### src/rtl/useq_ctrl.sv
module useq_ctrl #(
  parameter int AW  = 7,
  parameter int FW  = 3,
  parameter int OPW = 4
) (
  input  logic                  clk,
  input  logic                  rst,
  input  logic                  ld_en,
  input  logic [AW-1:0]         ld_addr,
  input  logic [3*FW+AW+3:0]    ld_word,
  input  logic [OPW-1:0]        opcode,
  input  logic                  ind_bit,
  input  logic                  ac_sign,
  input  logic                  ac_zero,
  output logic [AW-1:0]         car,
  output logic [FW-1:0]         uop_a,
  output logic [FW-1:0]         uop_b,
  output logic [FW-1:0]         uop_c
);
  localparam int DEPTH = 1 << AW;
  localparam int BR_LO = AW;
  localparam int TS_LO = AW + 2;
  localparam int C_LO  = AW + 4;
  localparam int B_LO  = C_LO + FW;
  localparam int A_LO  = B_LO + FW;
  localparam int WW    = A_LO + FW;
  localparam int PADW  = AW - OPW - 2;
  localparam logic [AW-1:0] START = AW'(1) << (AW - 1);

  localparam logic [1:0] BR_JMP = 2'd0;
  localparam logic [1:0] BR_CALL = 2'd1;
  localparam logic [1:0] BR_RET = 2'd2;
  localparam logic [1:0] BR_MAP = 2'd3;

  logic [WW-1:0] store [DEPTH];
  logic [WW-1:0] word;
  logic [AW-1:0] sbr, nxt, inc, tgt;
  logic [1:0]    tsel, br;
  logic          hit;

  assign word  = store[car];
  assign uop_a = word[A_LO +: FW];
  assign uop_b = word[B_LO +: FW];
  assign uop_c = word[C_LO +: FW];
  assign tsel  = word[TS_LO +: 2];
  assign br    = word[BR_LO +: 2];
  assign tgt   = word[AW-1:0];
  assign inc   = car + AW'(1);

  always_comb begin
    case (tsel)
      2'd0:    hit = 1'b1;
      2'd1:    hit = ind_bit;
      2'd2:    hit = ac_sign;
      default: hit = ac_zero;
    endcase
  end

  always_comb begin
    case (br)
      BR_JMP, BR_CALL: nxt = hit ? tgt : inc;
      BR_RET:          nxt = sbr;
      default:         nxt = {{PADW{1'b0}}, opcode, 2'b00};
    endcase
  end

  always_ff @(posedge clk)
    if (rst && ld_en) store[ld_addr] <= ld_word;

  always_ff @(posedge clk)
    if (rst) car <= START;
    else     car <= nxt;

  always_ff @(posedge clk)
    if (!rst && br == BR_CALL && hit) sbr <= inc;

endmodule

### config.mk
export PLATFORM = sky130hd
export DESIGN_NAME = useq_ctrl
export DESIGN_NICKNAME = d
export VERILOG_FILES = /design/src/rtl/useq_ctrl.sv
export SDC_FILE = /design/constraint.sdc
export NUM_CORES = 2
export LEC_CHECK = 0
export CORE_MARGIN = 2
export CORE_UTILIZATION = 66
export CTS_BUF_LIST = sky130_fd_sc_hd__clkbuf_8
export DETAILED_ROUTE_END_ITERATION = 16
export PLACE_DENSITY = 0.81
export SYNTH_ARGS = -nofsm -noshare
export SYNTH_HDL_FRONTEND = slang
export SYNTH_SLANG_ARGS = --single-unit
### constraint.sdc
create_clock -name clk -period 7.75 [get_ports clk]
set_input_delay 1.9375 -clock clk [delete_from_list [all_inputs] [get_ports clk]]
set_output_delay 1.9375 -clock clk [all_outputs]
set_load 0.05 [all_outputs]
; ---- After elaboration in Yosys (flattened, before gate mapping)
; Memories as Yosys holds them, arrays and structs flattened. A register that Yosys moved wholly into a read port is not among the register bits.
; Cells that the tools add are included.
[totals]
regBits = 14
latchBits = 0
mem_bits_rw = 2560
romBits = 0
inputBits = 37
output_inout_bits = 16
word_cells = 21
mem_count = 1
[mem_list]
columns = memory, depth, word_bits, rd, rd_clocked_by_memory_dff, wr, line
row1 = store, 128, 20, 1, 1, 1, 35  ; logic [WW-1:0] store [DEPTH];
[op_classes]
add_sub_neg = 1
n_mul = 0
n_div = 0
order_cmp = 0
n_eq_ne = 4
shift = 0
mux = 6
bitwise = 0
n_reduce_logical = 7
[ops]
columns = operator, n
row1 = 7-bit two-way mux, 2
row2 = 7-bit one-hot mux with 2 select lines, 1
row3 = 7-bit by 1-bit adder with 7-bit output (second input constant), 1
row4 = 2-bit by 1-bit == test with 1-bit output (second input constant), 2
row5 = 2-bit == test (second input constant), 2
row6 = 2-bit zero test, 2
row7 = 1-bit logical AND, 3
row8 = 1-bit one-hot mux with 3 select lines, 1
row9 = 1-bit two-way mux, 2
row10 = 2-bit OR reduction, 1
row11 = 1-bit zero test, 1

; ---- Longest topological paths before layout
[logic_depth]
ltp_word = 5
depth_mapped = 17
ltp_nobuf = 8

; ---- Least setup slack after synthesis
; No wires, ideal clock.
[synth_path]
path_kind = reg2out
start = register, netlist name car[0]
end = output uop_c[1]
t_arrival_ns = 3.903
required_time_ns = 5.812
setup_slack_ns = 1.910
path_stages_with_launch = 15
n_path_buf = 8
cell_sequence = dfxtp_1 -> buf_6 -> buf_12 -> buf_8 -> buf_8 -> buf_8 -> buf_8 -> buf_4 -> buf_4 -> mux2i_1 -> o221ai_1 -> o22ai_1 -> o311ai_0 -> nand2_1 -> o21ai_0
[synth_lines]
columns = element, line
row1 = to (decl), 18  ; output logic [FW-1:0] uop_c

==> reports/qor.txt <==
STATUS
-------------------------------------------------------------------------------------
Result of the run                                                        finished, violations left
Violated checks                                                          negative setup slack

TIMING
-------------------------------------------------------------------------------------
Headroom to the max-slew limit                                                 9.308%
Final hold violation count                                                          0
Unrepaired setup endpoints after global routing                                    no
Time the final worst path needs with I/O delays and setup                    7.798 ns
Worst-Margin Slew                                                            1.343 ns
Fmax                                                                        128.2 MHz
Final count of negative-setup-slack endpoints                                       1
Final count of pins violating max slew                                              0
Setup clock skew after layout                                               0.1056 ns
Final cycle utilization of the critical path                                   100.6%
Worst path setup slack after routing                                      -0.04825 ns

ROUTING
-------------------------------------------------------------------------------------
Sum of routed wire length over all layers                                   263600 um
Count of vias placed by the detailed router                                     52162
Remaining design rule violation count                                               0
Post-route antenna net violation count                                              0
1st-pass router iterations                                                          6
Post-DR wirelength/cell                                                      36.71 um
Number of vias per cell after detailed routing                                  7.265
Violation count after the first detailed-routing iteration                       8721

PWR
-------------------------------------------------------------------------------------
Standby leakage power                                                        33.98 nW
Power consumption                                                            33.67 mW
Areal power density over the cells                                       306.0 nW/um2
Highest ir drop seen on vdd                                               0.0002443 V

SYNTHESIS
-------------------------------------------------------------------------------------
Leading cell type by number of instances after synthesis                     edfxtp_1
Most area-hungry cell type in the Yosys netlist                              edfxtp_1
Post-synthesis net count                                                         4557
Number of synthesized flops with an enable pin                                   2567
Share of synthesized area occupied by flip-flops and latches                   77.37%
#FFs+latches synth                                                               2574
Number of instances in the synthesized netlist                                   4519
Primary flip-flop cell chosen by synthesis mapping                           edfxtp_1
Avg Synthesized Cell Area                                                   22.09 um2
Top-area cell type share of the netlist area                                   77.23%
Share of flip-flops with an asynchronous set or reset after synthesis              0%
Count of synthesis-stage warnings from yosys                                        0
List of most frequent post-synthesis cells                               2567 x edfxtp_1, 566 x mux4_2, 274 x mux2i_1
Distinct cells, synth                                                              71
Post-Synthesis Cell Area                                                    99820 um2
Cell types occupying the most area after synthesis                       edfxtp_1 77%, mux4_2 13%, mux2i_1 2.7%

RUN
-------------------------------------------------------------------------------------
Max-cap violations                                                                  0

CELLS AND AREA
-------------------------------------------------------------------------------------
Final net count                                                                  4921
Area overhead of the layout relative to synthesis                              10.23%
Number of cells in the finished layout apart from fillers                        7180
Number of filler cells placed in the layout                                      7859
Share of post-route cells with drive strength above 1                          26.81%

CLOCK NETWORK
-------------------------------------------------------------------------------------
Number of buffers on the longest clock path                                         4
Number of gates resized after cts                                                   0
Number of clock sinks                                                            2574
Clock-pin slew of the registers on the worst-case setup and hold paths        0.06 ns
Source-to-sink clock delay at the later pin of the worst-skew pair            1.10 ns
TritonCTS clock tree                                                             done
Clock buffer count from CTS                                                       398
Number of H-tree levels                                                             5
Root cell of the clock tree                                                  clkbuf_8

WORST SETUP PATH
-------------------------------------------------------------------------------------
Startpoint class of the critical path                                            flop
Kind of cell adding the most delay to the critical path                  buffers and inverters
Highest cell delay on the worst timing path                                   0.85 ns
Kind of capture point of the worst setup path                             output port
Worst EP arrival                                                              5.86 ns
Critical Path Slowest Stage Cell                                              dfxtp_4
Buf/Inv on CP                                                                       3
Data required, critical path                                                  5.81 ns
Most used cell along the critical path                                        a21oi_1
Ordered list of cells on the worst path                                  buf_12 > buf_4 > mux4_2 > o22ai_1 > nor2_1 > a21oi_1 > a21oi_1 > a21o_1 > clkdlybuf4s50_1
Max Fanout on Critical Path                                                        46
Worst setup path class                                                     reg -> out

GLOBAL ROUTING
-------------------------------------------------------------------------------------
Remaining global-route overflow                                                     0
Met2 global-route usage                                                        51.72%
Antenna violations before repair                                                   20
Peak-usage layer in the global routing report                                    met2
Global-route wire length before repair                                      369800 um
Met1 track utilization from global routing                                     47.64%
Vias in the first global route                                                  51283
GRT Total Usage                                                                34.70%
Pin count of the biggest net entering global routing                              113
Met3 GRT Util                                                                  11.05%

PLACE
-------------------------------------------------------------------------------------
Place WS                                                                     1.126 ns
Total of buffers placed on input and output ports                                  52
HPWL after detailed placement                                               149200 um
RePlAce Congestion                                                             0.9429
Placed cell count                                                                6498

FLOORPLANNING
-------------------------------------------------------------------------------------
Total Die Area                                                             154400 um2
Width of the chip                                                            392.9 um
CORE AREA                                                                  150000 um2
Num ports                                                                          53
Height of the die                                                            392.9 um
Cell Rows                                                                         142
Effective utilization at floorplan                                             66.57%

WORST HOLD PATH
-------------------------------------------------------------------------------------
Class of the tightest hold or removal check                                reg -> reg

[routing by layer]
layer / vias to the layer above / routed length, um
li1: 19956 / -
met3: 822 / 40400
met4: 20 / 13330
met5: - / 205
met2: 4748 / 121100
met1: 26616 / 88570
[cells in the final DEF, fill, tap and decap left out, types with 9 or more instances in the layout]
cell | synthesis | layout
edfxtp_1 | 2567 | 2567
inv_1 | 9 | 131
a32oi_1 | 11 | 11
nor2_4 | 0 | 62
mux2_2 | 20 | 20
nand3_1 | 23 | 23
a21oi_1 | 57 | 57
mux4_2 | 566 | 566
bufinv_16 | 0 | 10
o221ai_1 | 54 | 54
o21ai_0 | 31 | 31
clkinv_1 | 1 | 96
nor2_1 | 170 | 41
o22ai_1 | 46 | 46
a22oi_1 | 59 | 59
buf_12 | 7 | 14
nand4_1 | 15 | 15
a221oi_1 | 37 | 37
diode_2 | 0 | 12
mux4_1 | 9 | 9
nand2_1 | 111 | 110
buf_4 | 36 | 173
mux2i_1 | 274 | 274
nor3_1 | 16 | 16
clkbuf_8 | 4 | 400
a31oi_1 | 14 | 14
nor2b_1 | 20 | 15
clkinv_2 | 0 | 30
a211oi_1 | 12 | 12
a22o_1 | 10 | 10
o211ai_1 | 11 | 11
nand2b_1 | 14 | 13
nor2_2 | 0 | 67
clkdlybuf4s50_1 | 0 | 32
[cell families (layout without fill, tap and decap cells)]
kind of cell / Yosys count / count (layout) / share of synthesized area (%)
flops: 2574 / 2574 / 77.37
mux: 869 / 869 / 15.98
simple gates: 406 / 406 / 1.816
compound gates: 399 / 399 / 2.918
buf+inv: 265 / 898 / 1.863
xor+xnor: 5 / 5 / 0.04388
fa+ha+maj: 1 / 1 / 0.01253
other cells: 0 / 12 / 0
[through the flow]
| step | area (um2) | setup TNS (ns) | utilization [%] | hold WS, ns |
|---|---|---|---|---|
| 2_1_floorplan | 99820 | 0 | - | 0.4850 |
| 3_3_place_gp | 103100 | 0 | 68.76 | 0.5124 |
| 3_5_place_dp | 103100 | 0 | 68.76 | 0.5113 |
| 4_1_cts | 110000 | 0 | 73.36 | 0.5357 |
| 5_1_grt | 110000 | 0 | 73.36 | 0.5994 |
| 6_report | 110000 | -0.04825 | 73.38 | 0.5521 |
[final timing paths]
| path | start | endpoint | slack, ns | cells after the start |
|---|---|---|---|---|
| max | car[0] | uop_b[0] | -0.05 | 9 |
| min | sbr[1] | car[1] | 0.55 | 2 |
| max reg2reg | car[0] | sbr[4] | 2.14 | 9 |
| min reg2reg | sbr[1] | car[1] | 0.55 | 2 |
[cell type report]
class                      instances  area (um2)  area share (%)
inverter                          10       45.04         0.04094
timing repair buffer             219        1899           1.726
multi-input combinational       1680       21420           19.47
antenna                           12       30.03         0.02729
sequential                      2574       77250           70.20
clock inverter                   269        1363           1.238
clock buffer                     400        5505           5.003
tap                             2016        2522           2.292
[what timing repair did]
item / 4_1_cts / 5_1_grt
hold buffers: 0 / 0
setup buffers: 1 / 0
endpoints found under the setup margin: 1 / 0
[flip-flops by register name, summed over array words and instances, names as in the netlist]
name / count
store: 2560
car: 7
sbr: 7
[power breakdown]
part | internal, mW | total, mW | switching [mW]
Sequential | 15.4 | 15.6 | 0.204
Clock | 5.09 | 10.1 | 5.05
Combinational | 3.05 | 7.93 | 4.89
[worst register-to-register path, stage by stage, from the launching register on]
cell and delay (ns):
dfxtp_4 0.85, buf_12 0.35, buf_4 0.44, mux4_2 0.57, a22oi_1 0.26, a21oi_1 0.23
nor4_1 1.04, nor3b_1 0.18, o221a_2 0.38, nor3_1 0.92
Power figures use the tool's default switching activity.
